`src/rtl/sync_bank_pkg.sv`:
```
`timescale 1ns/1ps
package sync_bank_pkg;

  typedef enum logic [1:0] {
    OP_READ  = 2'd0,
    OP_INCR  = 2'd1,
    OP_FFWD  = 2'd2,
    OP_CLAIM = 2'd3
  } req_op_e;

  // Strobes issued by the control toward the counter datapath
  typedef struct packed {
    logic readOut;  // return current value
    logic addPend;  // add count to pending total, return fence
    logic fastFwd;  // apply whole pending total now
  } dp_strobe_t;

endpackage

```
`src/rtl/sync_bank_ctl.sv`:
```
`timescale 1ns/1ps
module sync_bank_ctl
  import sync_bank_pkg::*;
#(
  parameter int NUM_CTRS = 8,
  parameter int ID_W     = 2,
  parameter int IDX_W    = 3
) (
  input  logic             clk,
  input  logic             rstN,
  input  logic             reqValid,
  input  logic [1:0]       reqOp,
  input  logic [IDX_W-1:0] reqIdx,
  input  logic [ID_W-1:0]  reqId,
  output dp_strobe_t       strobe,
  output logic             errPulse
);

  localparam logic [IDX_W:0] CTR_LIMIT = NUM_CTRS[IDX_W:0];

  logic [NUM_CTRS-1:0] ownValid;
  logic [ID_W-1:0]     ownId [NUM_CTRS];

  logic             inRange;
  logic [IDX_W-1:0] idxSafe;
  logic             ownerHit;
  logic             freeOrMine;
  logic             claimTake;
  logic             errNext;
  req_op_e          op;

  always_comb begin
    op         = req_op_e'(reqOp);
    inRange    = ({1'b0, reqIdx} < CTR_LIMIT);
    idxSafe    = inRange ? reqIdx : '0;
    ownerHit   = ownValid[idxSafe] && (ownId[idxSafe] == reqId);
    freeOrMine = !ownValid[idxSafe] || ownerHit;
    strobe     = '0;
    errNext    = 1'b0;
    if (reqValid) begin
      if (!inRange) begin
        errNext = 1'b1;
      end else begin
        case (op)
          OP_READ:  strobe.readOut = 1'b1;
          OP_CLAIM: if (freeOrMine) strobe.readOut = 1'b1; else errNext = 1'b1;
          OP_INCR:  if (ownerHit)   strobe.addPend = 1'b1; else errNext = 1'b1;
          OP_FFWD:  if (ownerHit)   strobe.fastFwd = 1'b1; else errNext = 1'b1;
          default:  errNext = 1'b1;
        endcase
      end
    end
    claimTake = reqValid && inRange && (op == OP_CLAIM) && freeOrMine;
  end

  always_ff @(posedge clk) begin
    if (!rstN) begin
      ownValid <= '0;
      errPulse <= 1'b0;
      for (int i = 0; i < NUM_CTRS; i++) ownId[i] <= '0;
    end else begin
      errPulse <= errNext;
      if (claimTake) begin
        ownValid[idxSafe] <= 1'b1;
        ownId[idxSafe]    <= reqId;
      end
    end
  end

endmodule

```
`src/rtl/sync_bank_dp.sv`:
```
`timescale 1ns/1ps
module sync_bank_dp
  import sync_bank_pkg::*;
#(
  parameter int NUM_CTRS = 8,
  parameter int VAL_W    = 32,
  parameter int IDX_W    = 3
) (
  input  logic                      clk,
  input  logic                      rstN,
  input  dp_strobe_t                strobe,
  input  logic [IDX_W-1:0]          reqIdx,
  input  logic [VAL_W-1:0]          reqCount,
  output logic                      rspValid,
  output logic [VAL_W-1:0]          rspData,
  output logic [NUM_CTRS*VAL_W-1:0] ctrFlat
);

  logic [VAL_W-1:0]    ctrVal  [NUM_CTRS];
  logic [VAL_W-1:0]    ctrPend [NUM_CTRS];
  logic [NUM_CTRS-1:0] selVec;
  logic [NUM_CTRS-1:0] stepVec;
  logic [VAL_W-1:0]    curVal;
  logic [VAL_W-1:0]    curPend;
  logic [VAL_W-1:0]    rspNext;

  always_comb begin
    curVal  = ctrVal[reqIdx];
    curPend = ctrPend[reqIdx];
    if (strobe.readOut)      rspNext = curVal;
    else if (strobe.addPend) rspNext = curVal + curPend + reqCount;
    else                     rspNext = curVal + curPend;
    for (int i = 0; i < NUM_CTRS; i++) begin
      selVec[i]  = (reqIdx == IDX_W'(i));
      stepVec[i] = |ctrPend[i];
    end
  end

  for (genvar g = 0; g < NUM_CTRS; g++) begin : g_flat
    assign ctrFlat[g*VAL_W +: VAL_W] = ctrVal[g];
  end

  always_ff @(posedge clk) begin
    if (!rstN) begin
      rspValid <= 1'b0;
      rspData  <= '0;
      for (int i = 0; i < NUM_CTRS; i++) begin
        ctrVal[i]  <= '0;
        ctrPend[i] <= '0;
      end
    end else begin
      rspValid <= |strobe;
      rspData  <= rspNext;
      for (int i = 0; i < NUM_CTRS; i++) begin
        if (strobe.fastFwd && selVec[i]) begin
          ctrVal[i]  <= ctrVal[i] + ctrPend[i];
          ctrPend[i] <= '0;
        end else begin
          ctrVal[i]  <= ctrVal[i] + VAL_W'(stepVec[i]);
          ctrPend[i] <= ctrPend[i] - VAL_W'(stepVec[i])
                        + ((strobe.addPend && selVec[i]) ? reqCount : '0);
        end
      end
    end
  end

endmodule

```
`src/rtl/sync_bank_wait.sv`:
```
`timescale 1ns/1ps
module sync_bank_wait #(
  parameter int NUM_CTRS    = 8,
  parameter int NUM_WAITERS = 4,
  parameter int VAL_W       = 32,
  parameter int IDX_W       = 3,
  parameter int SLOT_W      = 2
) (
  input  logic                      clk,
  input  logic                      rstN,
  input  logic                      wLoad,
  input  logic                      wClear,
  input  logic [SLOT_W-1:0]         wSlot,
  input  logic [IDX_W-1:0]          wCtr,
  input  logic [VAL_W-1:0]          wThresh,
  input  logic [NUM_CTRS*VAL_W-1:0] ctrFlat,
  output logic [NUM_WAITERS-1:0]    waitDone
);

  logic [NUM_WAITERS-1:0] slotValid;
  logic [IDX_W-1:0]       slotCtr [NUM_WAITERS];
  logic [VAL_W-1:0]       slotThr [NUM_WAITERS];
  logic [VAL_W-1:0]       watchVal [NUM_WAITERS];
  logic [VAL_W-1:0]       gapVal [NUM_WAITERS];
  logic [NUM_WAITERS-1:0] metVec;
  logic [NUM_WAITERS-1:0] loadHit;
  logic [NUM_WAITERS-1:0] clearHit;

  always_comb begin
    for (int s = 0; s < NUM_WAITERS; s++) begin
      watchVal[s] = ctrFlat[slotCtr[s]*VAL_W +: VAL_W];
      gapVal[s]   = watchVal[s] - slotThr[s];
      metVec[s]   = slotValid[s] && !gapVal[s][VAL_W-1];
      loadHit[s]  = wLoad  && (wSlot == SLOT_W'(s));
      clearHit[s] = wClear && (wSlot == SLOT_W'(s));
    end
  end

  always_ff @(posedge clk) begin
    if (!rstN) begin
      slotValid <= '0;
      waitDone  <= '0;
      for (int s = 0; s < NUM_WAITERS; s++) begin
        slotCtr[s] <= '0;
        slotThr[s] <= '0;
      end
    end else begin
      for (int s = 0; s < NUM_WAITERS; s++) begin
        if (loadHit[s]) begin
          slotValid[s] <= 1'b1;
          slotCtr[s]   <= wCtr;
          slotThr[s]   <= wThresh;
          waitDone[s]  <= 1'b0;
        end else if (clearHit[s]) begin
          slotValid[s] <= 1'b0;
          waitDone[s]  <= 1'b0;
        end else if (metVec[s]) begin
          waitDone[s]  <= 1'b1;
        end
      end
    end
  end

endmodule

```
`src/rtl/sync_bank.sv`:
```
`timescale 1ns/1ps
module sync_bank
  import sync_bank_pkg::*;
#(
  parameter int NUM_CTRS    = 8,
  parameter int NUM_WAITERS = 4,
  parameter int ID_W        = 2,
  parameter int VAL_W       = 32,
  localparam int IDX_W      = (NUM_CTRS > 1) ? $clog2(NUM_CTRS) : 1,
  localparam int SLOT_W     = (NUM_WAITERS > 1) ? $clog2(NUM_WAITERS) : 1
) (
  input  logic                   clk,
  input  logic                   rstN,
  input  logic                   reqValid,
  input  logic [1:0]             reqOp,
  input  logic [IDX_W-1:0]       reqIdx,
  input  logic [ID_W-1:0]        reqId,
  input  logic [VAL_W-1:0]       reqCount,
  output logic                   rspValid,
  output logic [VAL_W-1:0]       rspData,
  output logic                   errPulse,
  input  logic                   wLoad,
  input  logic                   wClear,
  input  logic [SLOT_W-1:0]      wSlot,
  input  logic [IDX_W-1:0]       wCtr,
  input  logic [VAL_W-1:0]       wThresh,
  output logic [NUM_WAITERS-1:0] waitDone
);

  dp_strobe_t                strobe;
  logic [NUM_CTRS*VAL_W-1:0] ctrFlat;

  sync_bank_ctl #(.NUM_CTRS(NUM_CTRS), .ID_W(ID_W), .IDX_W(IDX_W)) u_ctl (
    .clk(clk), .rstN(rstN), .reqValid(reqValid), .reqOp(reqOp),
    .reqIdx(reqIdx), .reqId(reqId), .strobe(strobe), .errPulse(errPulse)
  );

  sync_bank_dp #(.NUM_CTRS(NUM_CTRS), .VAL_W(VAL_W), .IDX_W(IDX_W)) u_dp (
    .clk(clk), .rstN(rstN), .strobe(strobe), .reqIdx(reqIdx),
    .reqCount(reqCount), .rspValid(rspValid), .rspData(rspData),
    .ctrFlat(ctrFlat)
  );

  sync_bank_wait #(.NUM_CTRS(NUM_CTRS), .NUM_WAITERS(NUM_WAITERS),
                   .VAL_W(VAL_W), .IDX_W(IDX_W), .SLOT_W(SLOT_W)) u_wait (
    .clk(clk), .rstN(rstN), .wLoad(wLoad), .wClear(wClear), .wSlot(wSlot),
    .wCtr(wCtr), .wThresh(wThresh), .ctrFlat(ctrFlat), .waitDone(waitDone)
  );

endmodule

```
`config.mk`:
```
export PLATFORM = sky130hd
export DESIGN_NAME = sync_bank
export DESIGN_NICKNAME = d
export VERILOG_FILES = /design/src/rtl/sync_bank_pkg.sv /design/src/rtl/sync_bank_ctl.sv /design/src/rtl/sync_bank_dp.sv /design/src/rtl/sync_bank_wait.sv /design/src/rtl/sync_bank.sv
export SDC_FILE = /design/constraint.sdc
export NUM_CORES = 2
export LEC_CHECK = 0
export BUFFER_PORTS_ARGS = -buffer_cell sky130_fd_sc_hd__buf_2
export CORE_ASPECT_RATIO = 1.4
export CORE_MARGIN = 2
export CORE_UTILIZATION = 40
export CTS_CLUSTER_DIAMETER = 150
export DETAILED_ROUTE_END_ITERATION = 7
export SLEW_MARGIN = 20
export SYNTH_ARGS = -nofsm -noshare
export SYNTH_HDL_FRONTEND = slang
export SYNTH_SLANG_ARGS = --single-unit
```
`constraint.sdc`:
```
create_clock -name clk -period 23.5 [get_ports clk]
set_clock_uncertainty 0.2 [all_clocks]
set_input_delay 4.7 -clock clk [delete_from_list [all_inputs] [get_ports clk]]
set_output_delay 4.7 -clock clk [all_outputs]
set_load 0.02 [all_outputs]
```
==> summary.md <==
| Metric | Value |
|---|---|
| Max Clk Rate | `0.0806 GHz` |
| Worst-path cell chain | `clkbuf_8 -> buf_4 -> buf_4 -> buf_4 -> mux4_2 -> mux2_2 -> ha_1 -> a21oi_1 -> nand2_1 -> o21ai_0 -> o21ai_0 -> a31oi_1 -> xnor2_1 -> ha_1 -> nand4_1 -> o22ai_1 -> a2111oi_0 -> a22o_1 -> and4_1 -> mux2i_1 -> xnor2_1 -> nor2_1` |
| Sw Share | `0.485` |
| Crit-path max FO | `38` |
| Root Driver | `clkbuf_16` |
| Cells after DPL | `~11000` |
| Vias in the first global route | `65300` |
| Distinct cells, synth | `between 90 and 100` |
| CTS tree | `built` |
| Drt pass-1 iters | `6` |
| Pwr/cell area | `124 nW/µm²` |
| Worst-Skew Late Latency | `between 0.7 and 0.8 ns` |
| Slowest-stage cell, CP | `buf_4` |
| DRC violations left | `0` |
| Peak VDD IR | `~0.081 mV` |
| Switching pwr | `around 5 mW` |
| Internal power | `5.43 mW` |
| Sequential share of power | `0.233` |
| Worst slew margin | `0.177` |
| Most common cell after layout, fill and taps aside | `inv_1` |
| Required time of the critical path | `roughly 24 ns` |
| Syn Inst Count | `around 8300` |
| CP Launch Type | `primary input` |
| Hpwl dp | `~240 mm` |
| Clock power share | `0.143` |
| Largest net degree at the start of global routing | `70` |
| Fillers | `18600` |
| Final wirelength | `~300 mm` |
| Crit Path Category | `in2reg` |
| Most frequent cells in the layout | `1026 x inv_1, 937 x ha_1, 743 x nor2_1` |
| I/O Buffers | `118` |
| Avg Vias per Cell | `~5.9` |
| Clock buffer depth | `3` |
| Most frequent CP cell | `buf_4` |
| Post-CTS Hold Fix Bufs | `0` |
| Ports | `119` |
| Post-route ant nets | `0` |
| Num CTS Buffers | `88` |
| Static Leak | `37.6 nW` |
| FP Rows | `approximately 190` |
| Core Area | `roughly 190000 µm²` |
| Gr ovfl total | `0` |
| WL per Instance | `26.2 µm` |
| FF+latch count, synth | `718` |
| Synth Flop Type | `edfxtp_1` |
| Die width | `374 µm` |
| Ys Warns | `0` |
| Combinational power share | `0.625` |
| Post-CTS Setup Inserts | `0` |
| Critical Path Max Stage Delay | `0.76 ns` |
| First-pass GRT wire length | `429 mm` |
| Finished Layout Cells | `roughly 11000` |
| Clk sinks | `718` |
| Layout cells sized above 1 | `0.106` |
| Hold Crit Class | `reg2reg` |
| Worst setup EP type | `flop` |
| Slew @ Worst Pin | `between 1 and 1.5 ns` |
| Number of synthesized flops with an enable pin | `about 670` |
| Status | `complete, no violations` |
| Nets | `slightly below 10000` |
| Die H | `between 500 and 600 µm` |
| Max-capacitance violation count | `0` |
| Sequential area share after synthesis | `0.275` |
| Area Growth Syn to Fin | `10.7%` |
| Final setup viols | `0` |
| Fraction of registers with async set/reset | `0` |
| DRT iter0 DRCs | `6503` |
| Post-Route Setup TNS | `0 ns` |
| Initial antenna violation count | `13` |
| Synthesized area | `76500 µm²` |
| H-tree lvl count | `3` |
| Minimum clock period | `between 10 and 15 ns` |
| Max-slew violations | `0` |
| Power Total | `10.5 mW` |
| GR Util All Layers | `0.300` |
| Post-Syn Area per Cell | `~9.2 µm²` |
| Arr. time, crit path | `between 10 and 15 ns` |
| Clock transition at path regs | `roughly 0.060 ns` |
| Initial Utilization | `0.403` |
| Final Cycle Share | `0.528` |
| PostCTS Resize Cnt | `0` |
| Hold Vio Cnt, Final | `0` |
| RSZ-0062 raised after global routing | `no` |
| DIE AREA | `195000 µm²` |
| RD Place Congestion | `0.977` |
| Via Count | `66800` |
==> power groups by stage <==
| stage | sequential [mW] | combinational [mW] | clock [mW] |
|---|---|---|---|
| 4_1_cts | 2.42 | 6.50 | 1.52 |
| 3_5_place_dp | 2.45 | 6.47 | 0 |
| 3_3_place_gp | 2.43 | 6.39 | 0 |
| 2_1_floorplan | 2.11 | 4.79 | 0 |
| 5_1_grt | 2.46 | 7.22 | 1.56 |
| 6_report | 2.45 | 6.58 | 1.50 |
==> worst max-delay path, delay by kind of cell <==
family                   cells  cell delay [ns]
XOR/XNOR                     2             0.39
buffers and inverters        4             2.42
multiplexers                 3             1.16
AO/OA/AOI/OAI                7             2.70
adder cells (fa/ha/maj)      2             0.72
AND/OR/NAND/NOR              4             0.55
==> synthesized netlist by cell type, types with 26 or more instances <==
cell,number,share of area
o21ai_0,359,0.023
a21oi_1,510,0.033
nor4_1,84,0.0069
nand2_1,617,0.030
a211oi_1,101,0.0099
ha_1,937,0.15
and3_1,64,0.0052
nor2_1,751,0.037
edfxtp_1,668,0.26
nor2b_1,81,0.0066
nand2b_1,105,0.0086
buf_1,85,0.0042
nor3b_1,26,0.0026
nor3_1,123,0.0080
o21a_1,78,0.0077
and2_1,324,0.026
nand3_1,131,0.0086
nand4_1,92,0.0075
buf_2,45,0.0029
a31oi_1,51,0.0042
a21o_1,272,0.027
inv_1,1026,0.050
xor2_1,229,0.026
xnor2_1,258,0.030
mux4_2,386,0.11
o211ai_1,43,0.0042
o21bai_1,97,0.0095
clkbuf_1,204,0.010
mux2i_1,28,0.0037
o31ai_1,41,0.0040
mux2_2,148,0.022
dfxtp_1,50,0.013
==> flip-flops by register name, summed over array words and instances (netlist names) <==
name,count
u_dp.rspData,32
u_dp.rspValid,1
u_wait.slotCtr,12
u_dp.ctrVal,256
u_ctl.ownId,16
u_dp.ctrPend,256
u_ctl.errPulse,1
u_wait.slotValid,4
u_ctl.ownValid,8
u_wait.waitDone,4
u_wait.slotThr,128
==> cell families after synthesis <==
kind of cell               share of synthesized area
xor gates and xnor gates                      0.0557
other                                      0.0000490
DFF                                            0.275
muxes                                          0.139
adders and majority gates                      0.158
buffers and inverters                         0.0680
and+or+nand+nor                                0.157
AOI/OAI and AO/OA                              0.147
==> through the flow <==
stage,hold WS [ns],instance area [µm²],setup slack [ns],utilization
3_3_place_gp,0.239,81600,10.40,0.430
3_5_place_dp,0.244,81600,10.36,0.430
2_1_floorplan,0.220,78400,12.32,-
5_1_grt,0.276,84700,10.57,0.446
6_report,0.265,84700,11.10,0.446
4_1_cts,0.261,84600,11.14,0.446
==> layout make-up <==
type	count	area [µm²]	area share
multi-input cells	6766	52300	0.618
flip-flops and latches	718	21100	0.249
inverters	1027	3860	0.0456
well taps	2483	3110	0.0367
clock buffers	106	2310	0.0273
repair buffers	202	1240	0.0147
clock inverters	57	704	0.00832
diodes	32	80.1	0.000946
==> path summary, 6_finish.rpt <==
kind / from / to / slack [ns] / cells after the start
hold / removal: u_ctl.ownValid[1] / u_ctl.ownValid[1] / 0.26 / 2
setup reg to reg: u_ctl.ownId[7][1] / u_dp.ctrVal[4][28] / 15.58 / 21
setup / recovery: reqIdx[0] / u_dp.rspData[31] / 11.10 / 22
hold reg to reg: u_ctl.ownValid[1] / u_ctl.ownValid[1] / 0.26 / 2
==> per-layer routing <==
layer  up-vias  track usage  wire length [µm]
met5         -            0                26
met4         4        0.168             19600
met3       598       0.0341             21700
met2      2854        0.516            142000
met1     32900        0.366            115000
li1      30500            -                 -
No activity file was read; power rests on OpenSTA's default activity.
